**src/rtl/alarm_pkg.sv**
```systemverilog
// Shared constants and types for the alarm comparator.
// Assumes a byte-wide register port and BCD time fields sized to their ranges.
package alarm_pkg;
    localparam int NFLD  = 5;
    localparam int W_SEC = 7;
    localparam int W_MIN = 7;
    localparam int W_HR  = 6;
    localparam int W_DAY = 6;
    localparam int W_MON = 5;

    localparam logic [7:0] AD_SEC   = 8'h08;
    localparam logic [7:0] AD_MIN   = 8'h09;
    localparam logic [7:0] AD_HR    = 8'h0A;
    localparam logic [7:0] AD_DAY   = 8'h0B;
    localparam logic [7:0] AD_MON   = 8'h0C;
    localparam logic [7:0] AD_EN    = 8'h10;
    localparam logic [7:0] AD_PIN   = 8'h27;
    localparam logic [7:0] AD_CTLA  = 8'h29;
    localparam logic [7:0] AD_CTLB  = 8'h2A;
    localparam logic [7:0] AD_FLAGS = 8'h2B;

    localparam int FLAG_BIT = 5;
    localparam int CEN_BIT  = 4;
    localparam int CLVL_BIT = 7;

    localparam logic [1:0] PA_DRIVE = 2'd2;
    localparam logic [1:0] PB_DRIVE = 2'd1;

    typedef struct packed {
        logic [W_SEC-1:0] sec;
        logic [W_MIN-1:0] min;
        logic [W_HR-1:0]  hr;
        logic [W_DAY-1:0] day;
        logic [W_MON-1:0] mon;
    } bcd_time_t;

    typedef struct packed {
        logic level;
        logic en;
    } irq_ctl_t;
endpackage

```
**src/rtl/alarm_regs.sv**
```systemverilog
// Register file: alarm fields, compare enables, pin modes, two output
// controls and the sticky flag with write-zero-to-clear.
// Assumes set_evt is a one-cycle strobe from the comparator; set beats clear.
module alarm_regs
    import alarm_pkg::*;
(
    input  logic                clk,
    input  logic                rst_n,
    input  logic                we,
    input  logic [7:0]          addr,
    input  logic [7:0]          wdata,
    input  logic                set_evt,
    output logic [7:0]          rdata,
    output bcd_time_t           alarm,
    output logic [NFLD-1:0]     fld_en,
    output irq_ctl_t            ctl [2],
    output logic [1:0]          pin_a_mode,
    output logic [1:0]          pin_b_mode,
    output logic                flag,
    output logic                flag_rise
);
    logic       clk_off_q;
    logic       flag_q;
    logic       clr_req;

    // decode a clear request: a write to the flags register with the flag bit at 0
    always_comb clr_req = we && (addr == AD_FLAGS) && !wdata[FLAG_BIT];

    // configuration registers, written by byte address
    always_ff @(posedge clk) begin
        if (!rst_n) begin
            alarm      <= '0;
            fld_en     <= '0;
            ctl[0]     <= '0;
            ctl[1]     <= '0;
            pin_a_mode <= '0;
            pin_b_mode <= '0;
            clk_off_q  <= 1'b0;
        end else if (we) begin
            case (addr)
                AD_SEC:  alarm.sec <= wdata[W_SEC-1:0];
                AD_MIN:  alarm.min <= wdata[W_MIN-1:0];
                AD_HR:   alarm.hr  <= wdata[W_HR-1:0];
                AD_DAY:  alarm.day <= wdata[W_DAY-1:0];
                AD_MON:  alarm.mon <= wdata[W_MON-1:0];
                AD_EN:   fld_en    <= wdata[NFLD-1:0];
                AD_CTLA: ctl[0]    <= '{level: wdata[CLVL_BIT], en: wdata[CEN_BIT]};
                AD_CTLB: ctl[1]    <= '{level: wdata[CLVL_BIT], en: wdata[CEN_BIT]};
                AD_PIN: begin
                    pin_a_mode <= wdata[1:0];
                    pin_b_mode <= wdata[3:2];
                    clk_off_q  <= wdata[7];
                end
                default: ;
            endcase
        end
    end

    // sticky flag: a new match sets it, a zero write clears it, set wins
    always_ff @(posedge clk) begin
        if (!rst_n)       flag_q <= 1'b0;
        else if (set_evt) flag_q <= 1'b1;
        else if (clr_req) flag_q <= 1'b0;
    end

    assign flag      = flag_q;
    assign flag_rise = set_evt && !flag_q;

    // read multiplexer, zero for unmapped addresses
    always_comb begin
        rdata = 8'h00;
        case (addr)
            AD_SEC:   rdata = {{(8-W_SEC){1'b0}}, alarm.sec};
            AD_MIN:   rdata = {{(8-W_MIN){1'b0}}, alarm.min};
            AD_HR:    rdata = {{(8-W_HR){1'b0}},  alarm.hr};
            AD_DAY:   rdata = {{(8-W_DAY){1'b0}}, alarm.day};
            AD_MON:   rdata = {{(8-W_MON){1'b0}}, alarm.mon};
            AD_EN:    rdata = {{(8-NFLD){1'b0}},  fld_en};
            AD_PIN:   rdata = {clk_off_q, 3'b000, pin_b_mode, pin_a_mode};
            AD_CTLA:  rdata = {ctl[0].level, 2'b00, ctl[0].en, 4'h0};
            AD_CTLB:  rdata = {ctl[1].level, 2'b00, ctl[1].en, 4'h0};
            AD_FLAGS: rdata = {2'b00, flag_q, 5'h00};
            default:  rdata = 8'h00;
        endcase
    end

    AST_FLAG_NEEDS_SET: assert property (@(posedge clk) disable iff (!rst_n)
        $rose(flag_q) |-> $past(set_evt));
    AST_ZERO_CLEARS: assert property (@(posedge clk) disable iff (!rst_n)
        (clr_req && !set_evt) |=> !flag_q);
    AST_ONE_KEEPS: assert property (@(posedge clk) disable iff (!rst_n)
        (we && addr == AD_FLAGS && wdata[FLAG_BIT] && flag_q) |=> flag_q);
endmodule

```
**src/rtl/alarm_match.sv**
```systemverilog
// Masked field comparator with rising-edge detection of the match.
// Assumes time and alarm fields share the same BCD encoding and width.
module alarm_match
    import alarm_pkg::*;
(
    input  logic            clk,
    input  logic            rst_n,
    input  bcd_time_t       alarm,
    input  bcd_time_t       now,
    input  logic [NFLD-1:0] fld_en,
    output logic            set_evt
);
    logic [NFLD-1:0] eq;
    logic            match;
    logic            match_q;

    // per-field equality, bit order sec, min, hour, day, month
    always_comb begin
        eq[0] = (alarm.sec == now.sec);
        eq[1] = (alarm.min == now.min);
        eq[2] = (alarm.hr  == now.hr);
        eq[3] = (alarm.day == now.day);
        eq[4] = (alarm.mon == now.mon);
    end

    // overall match: at least one field enabled and all enabled fields equal
    always_comb match = (|fld_en) && (&(eq | ~fld_en));

    // remember last match to find its rising edge
    always_ff @(posedge clk) begin
        if (!rst_n) match_q <= 1'b0;
        else        match_q <= match;
    end

    assign set_evt = match && !match_q;

    AST_NONE_ENABLED: assert property (@(posedge clk) disable iff (!rst_n)
        (fld_en == '0) |-> !set_evt);
    AST_EDGE_ONLY: assert property (@(posedge clk) disable iff (!rst_n)
        set_evt |=> !set_evt);
endmodule

```
**src/rtl/alarm_irq_drv.sv**
```systemverilog
// One interrupt output: level form follows flag and enable, pulse form
// counts PULSE_CYC cycles from a flag rise. Active low, gated by routing.
// Assumes trig is a one-cycle strobe coincident with the flag setting edge.
module alarm_irq_drv
    import alarm_pkg::*;
#(
    parameter int PULSE_CYC = 4
) (
    input  logic     clk,
    input  logic     rst_n,
    input  irq_ctl_t ctl,
    input  logic     routed,
    input  logic     flag,
    input  logic     trig,
    output logic     irq_n
);
    localparam int CW = $clog2(PULSE_CYC + 1);

    logic [CW-1:0] cnt;
    logic          active;

    // pulse counter: load on a qualified trigger, then count down to zero
    always_ff @(posedge clk) begin
        if (!rst_n)
            cnt <= '0;
        else if (trig && ctl.en && !ctl.level && routed)
            cnt <= CW'(PULSE_CYC);
        else if (cnt != '0)
            cnt <= cnt - 1'b1;
    end

    // select the form of the request
    always_comb active = ctl.level ? (flag && ctl.en) : (cnt != '0);

    assign irq_n = !(routed && active);

    AST_PULSE_FROM_TRIG: assert property (@(posedge clk) disable iff (!rst_n)
        ($fell(irq_n) && !ctl.level && $past(!ctl.level)) |-> $past(trig));
    AST_UNROUTED_HIGH: assert property (@(posedge clk) disable iff (!rst_n)
        !routed |-> irq_n);
endmodule

```
**src/rtl/alarm_irq_unit.sv**
```systemverilog
// Top: register file, masked comparator and two routed interrupt drivers.
// Assumes the live time inputs are synchronous to clk.
module alarm_irq_unit
    import alarm_pkg::*;
#(
    parameter int PULSE_CYC = 4
) (
    input  logic             clk,
    input  logic             rst_n,
    input  logic             reg_we,
    input  logic [7:0]       reg_addr,
    input  logic [7:0]       reg_wdata,
    output logic [7:0]       reg_rdata,
    input  logic [W_SEC-1:0] now_sec,
    input  logic [W_MIN-1:0] now_min,
    input  logic [W_HR-1:0]  now_hour,
    input  logic [W_DAY-1:0] now_day,
    input  logic [W_MON-1:0] now_mon,
    output logic             irq_a_n,
    output logic             irq_b_n
);
    localparam int NOUT = 2;

    bcd_time_t       alarm;
    bcd_time_t       now;
    logic [NFLD-1:0] fld_en;
    irq_ctl_t        ctl [NOUT];
    logic [1:0]      pin_a_mode;
    logic [1:0]      pin_b_mode;
    logic            flag;
    logic            flag_rise;
    logic            set_evt;
    logic [NOUT-1:0] routed;
    logic [NOUT-1:0] irq_vec_n;

    // gather the live time into one record
    always_comb now = '{sec: now_sec, min: now_min, hr: now_hour,
                        day: now_day, mon: now_mon};

    // pin routing decode
    always_comb begin
        routed[0] = (pin_a_mode == PA_DRIVE);
        routed[1] = (pin_b_mode == PB_DRIVE);
    end

    alarm_regs u_regs (
        .clk        (clk),
        .rst_n      (rst_n),
        .we         (reg_we),
        .addr       (reg_addr),
        .wdata      (reg_wdata),
        .set_evt    (set_evt),
        .rdata      (reg_rdata),
        .alarm      (alarm),
        .fld_en     (fld_en),
        .ctl        (ctl),
        .pin_a_mode (pin_a_mode),
        .pin_b_mode (pin_b_mode),
        .flag       (flag),
        .flag_rise  (flag_rise)
    );

    alarm_match u_match (
        .clk     (clk),
        .rst_n   (rst_n),
        .alarm   (alarm),
        .now     (now),
        .fld_en  (fld_en),
        .set_evt (set_evt)
    );

    for (genvar g = 0; g < NOUT; g++) begin : g_out
        alarm_irq_drv #(.PULSE_CYC(PULSE_CYC)) u_drv (
            .clk    (clk),
            .rst_n  (rst_n),
            .ctl    (ctl[g]),
            .routed (routed[g]),
            .flag   (flag),
            .trig   (flag_rise),
            .irq_n  (irq_vec_n[g])
        );
    end

    assign irq_a_n = irq_vec_n[0];
    assign irq_b_n = irq_vec_n[1];

    AST_RESET_QUIET: assert property (@(posedge clk)
        !rst_n |=> (irq_a_n && irq_b_n));
endmodule

```
**config.mk**
```make
export PLATFORM = sky130hd
export DESIGN_NAME = alarm_irq_unit
export DESIGN_NICKNAME = d
export VERILOG_FILES = /design/src/rtl/alarm_pkg.sv /design/src/rtl/alarm_regs.sv /design/src/rtl/alarm_match.sv /design/src/rtl/alarm_irq_drv.sv /design/src/rtl/alarm_irq_unit.sv
export SDC_FILE = /design/constraint.sdc
export NUM_CORES = 1
export LEC_CHECK = 0
export ABC_AREA = 1
export BUFFER_PORTS_ARGS = -buffer_cell sky130_fd_sc_hd__buf_4
export CAP_MARGIN = 40
export CORE_UTILIZATION = 35
export CTS_CLUSTER_DIAMETER = 50
export DETAILED_ROUTE_END_ITERATION = 10
export GPL_ROUTABILITY_DRIVEN = 0
export PLACE_DENSITY_LB_ADDON = 0.25
export SLEW_MARGIN = 20
export SYNTH_ARGS = -nofsm -noshare
export SYNTH_HDL_FRONTEND = slang
export SYNTH_SLANG_ARGS = --single-unit
```
**constraint.sdc**
```tcl
create_clock -name clk -period 3.8 [get_ports clk]
set_input_delay 0.19 -clock clk [delete_from_list [all_inputs] [get_ports clk]]
set_output_delay 0.19 -clock clk [all_outputs]
set_load 0.05 [all_outputs]
```
; Word-level counts from Yosys, hierarchy flattened
; Index checks and enable logic that the tools add are counted.
[totals]
in_bits = 50
output_inout_bits = 10
wordCells = 90
reg_bits = 53
[op_classes]
add_sub_neg = 2
n_mux = 9
bitwise_logic = 3
n_eq_ne = 17
reduce_logical = 40
[op_table]
columns = operator, count
row1 = 8-bit case mux with 10 select lines, 1
row2 = 8-bit by 4-bit equality test with 1-bit output (second input constant), 5
row3 = 8-bit by 6-bit equality test with 1-bit output (second input constant), 4
row4 = 2-bit AND reduction, 9
row5 = 1-bit logical AND, 15
row6 = 7-bit equality test, 2
row7 = 6-bit equality test, 2
row8 = 3-bit 2-to-1 mux, 4
row9 = 8-bit by 5-bit equality test with 1-bit output (second input constant), 1
row10 = 1-bit logical NOT, 7
row11 = 2-bit nonzero test, 3
row12 = 3-bit nonzero test, 2
row13 = 3-bit by 1-bit subtractor with 3-bit output (second input constant), 2
row14 = 5-bit equality test, 1
row15 = 5-bit inverter, 1
row16 = 5-bit OR, 1
row17 = 5-bit AND reduction, 1
row18 = 5-bit OR reduction, 1
row19 = 1-bit 2-to-1 mux, 4
row20 = 2-bit OR reduction, 2
row21 = 2-bit by 1-bit equality test with 1-bit output (second input constant), 1
row22 = 2-bit equality test (second input constant), 1
row23 = 1-bit inverter, 1

; Depth between registers and ports, before layout
[depth]
word_depth = 10
ltp_mapped = 12
ltp_nobuf = 12

; Cells and area by module
; From an unflattened synthesis, not the netlist that was laid out.
[unflattened]
hier_cells = 624
hier_area_um2 = 3589.7
[modules_own_cells]
columns = mod, instances, cells_per_inst, seq_area_each_um2, area_each_um2
row1 = alarm_regs, 1, 408, 920.9, 2516.2
row2 = alarm_match, 1, 150, 20.0, 643.1
row3 = alarm_irq_drv, 2, 31, 60.1, 205.2
row4 = alarm_irq_unit, 1, 4, 0.0, 20.0

; Least setup slack after synthesis
; No wires, ideal clock.
[synth_timing]
path_kind = input -> output
startpoint = input port reg_addr[7]
endpoint = output port reg_rdata[5]
slack_ns = 2.104
arrival_time_ns = 1.506
t_required_ns = 3.610
n_path_buf = 0
cell_stages = 5
path_cell_list = nor2_4 > nand3_2 > nor3_2 > nand2_1 > o221ai_1
[synth_via]
elab_chain_len = 2
word_cells_on_any_way = 11
cone_classes = 10 x eq/ne / 1 x mux
[synth_lines]
columns = item, line
row1 = start: declaration, alarm_irq_unit.sv:11  ; input logic [7:0] reg_addr,
row2 = "8-bit by 6-bit equality test with 1-bit output, or another cell as far along", alarm_regs.sv:72  ; case (addr)
row3 = 8-bit case mux with 10 select lines (*), alarm_regs.sv:72
row4 = end: declaration, alarm_irq_unit.sv:13  ; output logic [7:0] reg_rdata,
; Mark *: on every way between the ends. The rest lies on a longest branch, timed or not.

; Worst setup path in the final report
[layout_timing]
startpoint = input port reg_addr[7]
endpoint = output port reg_rdata[3]
; The elaborated chain is that of the path after synthesis.

==> impl_metrics.toml <==
[grt]
grt_max_degree = 47
grt_antenna_before_repair = 0
overflow = 0
track_usage_pct = 19.30
first_global_vias = 2768
grt_pass1_wl_mm = 13.43

[power]
total_leakage_power_nw = 1.602
power.density_nw_per_um2 = 320.4
seq_power_share_pct = 50.9
ir_worst_vdd_v = 0.0001394
p_total_mw = 1.176
sw_frac_of_total_pct = 29.96
pwr-share-clk_pct = 27.1
p_comb_share_pct = 21.9
p_sw_mw = 0.3523
intPower_mw = 0.8238

[setup_path]
rr_worst_depth = 11
crit_required_ps = 3610
cpMaxStageDelayCell = "buf_4"
worstSetupPathType = "input port to primary output"
worst_path_most_repeated_cell = "buf_4"
crit_chain = "buf_4, nor2_4, nand2_1, nor2_2, and2_2, inv_2, o22ai_1, a21oi_1, o211ai_1, buf_4"
startpoint_type = "input port"
crit_path_end_kind = "primary output"
max_stage_delay_ps = 250
regToRegStartpoint = "u_regs.alarm[9]"
crit_buf_inv = 3
cp_data_arrival_time_ps = 1610
r2r_slack_ps = 2230
worstPathMaxFanout = 6
critPathTopFamily = "simple AND/OR/NAND/NOR gates"
r2r-end = "g_out[0].u_drv.cnt[0]"

[final_layout]
nets = 560
final_cells = 612
syn2layout_area_growth_pct = 19.12
drive_above_1_share_pct = 24.06
diodes = 0

[synthesis]
yosysSeqAreaShare_pct = 34.43
synth_top_area_share_pct = 34.43
synth_mux_area_share_pct = 0
synth_top_family_by_area = "simple AND/OR/NAND/NOR gates"
syn_area_um2 = 3082
ys_warn_count = 0
synthAdderAreaFrac_pct = 1.624
synth_nets = 504
synth.largest_area_cell = "dfxtp_1"
synth.avg_cell_area_um2 = 6.848
synth.area.top_cells = "dfxtp_1, nand2_1, a21oi_1"
synth_cell_types = 36
syn_inst = 450
synth_compound_area_share_pct = 22.61
ys_seq_elements = 53
synthSimpleGateAreaFrac_pct = 25.42
synthXorXnorAreaFrac_pct = 3.410

[route]
drcViolationCount = 0
routed_via_density = 4.938
vias = 3022
routed_wl_mm = 8.344
antenna_left = 0
drt_first_iter_violations = 179
first_pass_iters = 4
wl_per_cell_um = 13.63

[floorplanning]
die_y_um = 95.84
die_area_um2 = 9184
row_count = 33
core_area_um2 = 8382
io_pins = 60
fp.dieW_um = 95.84
start_util_pct = 36.77

[placement]
place_ws_ps = 2046
portBuffers = 59
dp_hpwl_mm = 6.540
place_inst = 604

[min_path]
holdPathStages = 3
hp-class = "input port to register"
hold_end = "u_regs.alarm[23]"
hp-start = "reg_wdata[6]"

[clock_tree]
clock-root-buffer = "clkbuf_8"
clk_pin_slew_ps = 100
clock_sinks = 53
cts_setup_buffers = 0
htree_levels = 2
ctsHoldBuffers = 0
clkLatencyLatePin_ps = 310
ctsResizeCount = 0
cts_buffers = 5
cts_tree = "yes"
cts_buffer_depth = 2

[timing]
tightest_slew_ps = 447.7
hold_viol = 0
fmax_mhz = 556.6
rsz0062_at_grt = "no"
fin_crit_ps = 1796
setup_ws_ps = 2004
whs_ps = 155.6
final_max_slew_viol_count = 0
tns_ps = 0
slew-limit-headroom_pct = 70.15
setup_viol = 0
finalClockSkew_ps = 7.482
fin_crit_sh_pct = 47.28

[flow_run]
drv_cap = 0

[status]
outcome = "finished clean"
flip-flops by register name, summed over array words and instances, names as in the netlist:
name and flops:
u_regs.clk_off_q 1, u_regs.pin_a_mode 2, u_regs.flag 1, u_regs.pin_b_mode 2, u_match.match_q 1, u_regs.fld_en 5
u_regs.alarm 31, u_regs.ctl 4, g_out.u_drv.cnt 6
final cells by class:
type / instances / area, um^2
fillers: 906 / 4711
multi-input cells: 304 / 1635
well taps: 105 / 131.4
clock inverters: 3 / 17.52
clock buffers: 5 / 68.82
inverters: 83 / 314.1
repair buffers: 59 / 442.9
flip-flops and latches: 53 / 1061
cells in the mapped netlist:
cell / number
nor2_4: 2
and2_2: 1
a21oi_2: 4
nor3_1: 2
o211ai_1: 3
o2111ai_1: 3
nand3_2: 1
xor2_1: 9
nand2_4: 4
o21ai_0: 29
o22ai_1: 10
buf_4: 1
xnor2_1: 3
inv_2: 22
nor3_2: 2
nor4_1: 2
nand3_1: 10
nand2_2: 7
nor2_1: 29
nand4_1: 5
ha_1: 4
dfxtp_1: 53
o21ai_2: 4
nand2_1: 91
a21oi_1: 49
nand4_2: 1
nor3_4: 3
nor2_2: 2
inv_1: 59
o31ai_1: 1
buf_6: 4
o21ai_1: 20
clkinv_2: 2
or2_1: 1
clkbuf_1: 5
o221ai_1: 2
power groups by stage:
stage | registers, mW | clock network (mW) | logic, mW
after floorplan | 0.609 | 0 | 0.171
final | 0.599 | 0.319 | 0.258
after global routing | 0.605 | 0.345 | 0.301
after CTS | 0.600 | 0.325 | 0.261
after detailed placement | 0.613 | 0 | 0.258
after global placement | 0.611 | 0 | 0.249
placed cells by master, fill, tap and decap left out, types with 5 or more instances in the layout:
cell type,synthesis,final
o22ai_1,10,10
nand4_1,5,5
nor2_1,29,29
o21ai_0,29,29
nand3_1,10,10
dfxtp_1,53,53
clkbuf_8,0,5
a21oi_1,49,49
inv_1,59,59
nand2_1,91,91
nand2_2,7,7
buf_4,1,59
inv_2,22,22
o21ai_1,20,20
xor2_1,9,9
through the flow:
stage	util, %	area (um^2)
2_1_floorplan	-	3082
3_3_place_gp	42.77	3585
3_5_place_dp	42.77	3585
4_1_cts	43.80	3671
5_1_grt	43.80	3671
6_report	43.80	3671
per-layer routing:
metal  GRT usage, %  up-vias  wire length (um)
met5              0        -                 0
met4          7.338        0               156
met3          3.002       12               574
met2          31.55       81              3794
met1          25.52     1356              3819
li1               -     1573                 -
kinds of logic after synthesis:
group | after synthesis
AO/OA/AOI/OAI | 125
XOR/XNOR | 12
adder cells (fa/ha/maj) | 4
buffers and inverters | 93
flip-flops | 53
AND/OR/NAND/NOR | 163
tightest hold or removal path, stage by stage:
cell     delay (ps)
buf_4            80
o21ai_1          60
a21oi_1         100
worst max-delay path by stage:
stage                      startpoint           end  slack, ps  cells after the start
after floorplan           reg_addr[7]  reg_rdata[5]       2100                      5
after global placement    reg_addr[7]  reg_rdata[2]       2070                     10
after detailed placement  reg_addr[7]  reg_rdata[1]       2050                     10
after CTS                 reg_addr[7]  reg_rdata[1]       2040                     10
after global routing      reg_addr[7]  reg_rdata[3]       1910                     10
final                     reg_addr[7]  reg_rdata[3]       2000                     10
(Power assumes the default switching activity.)
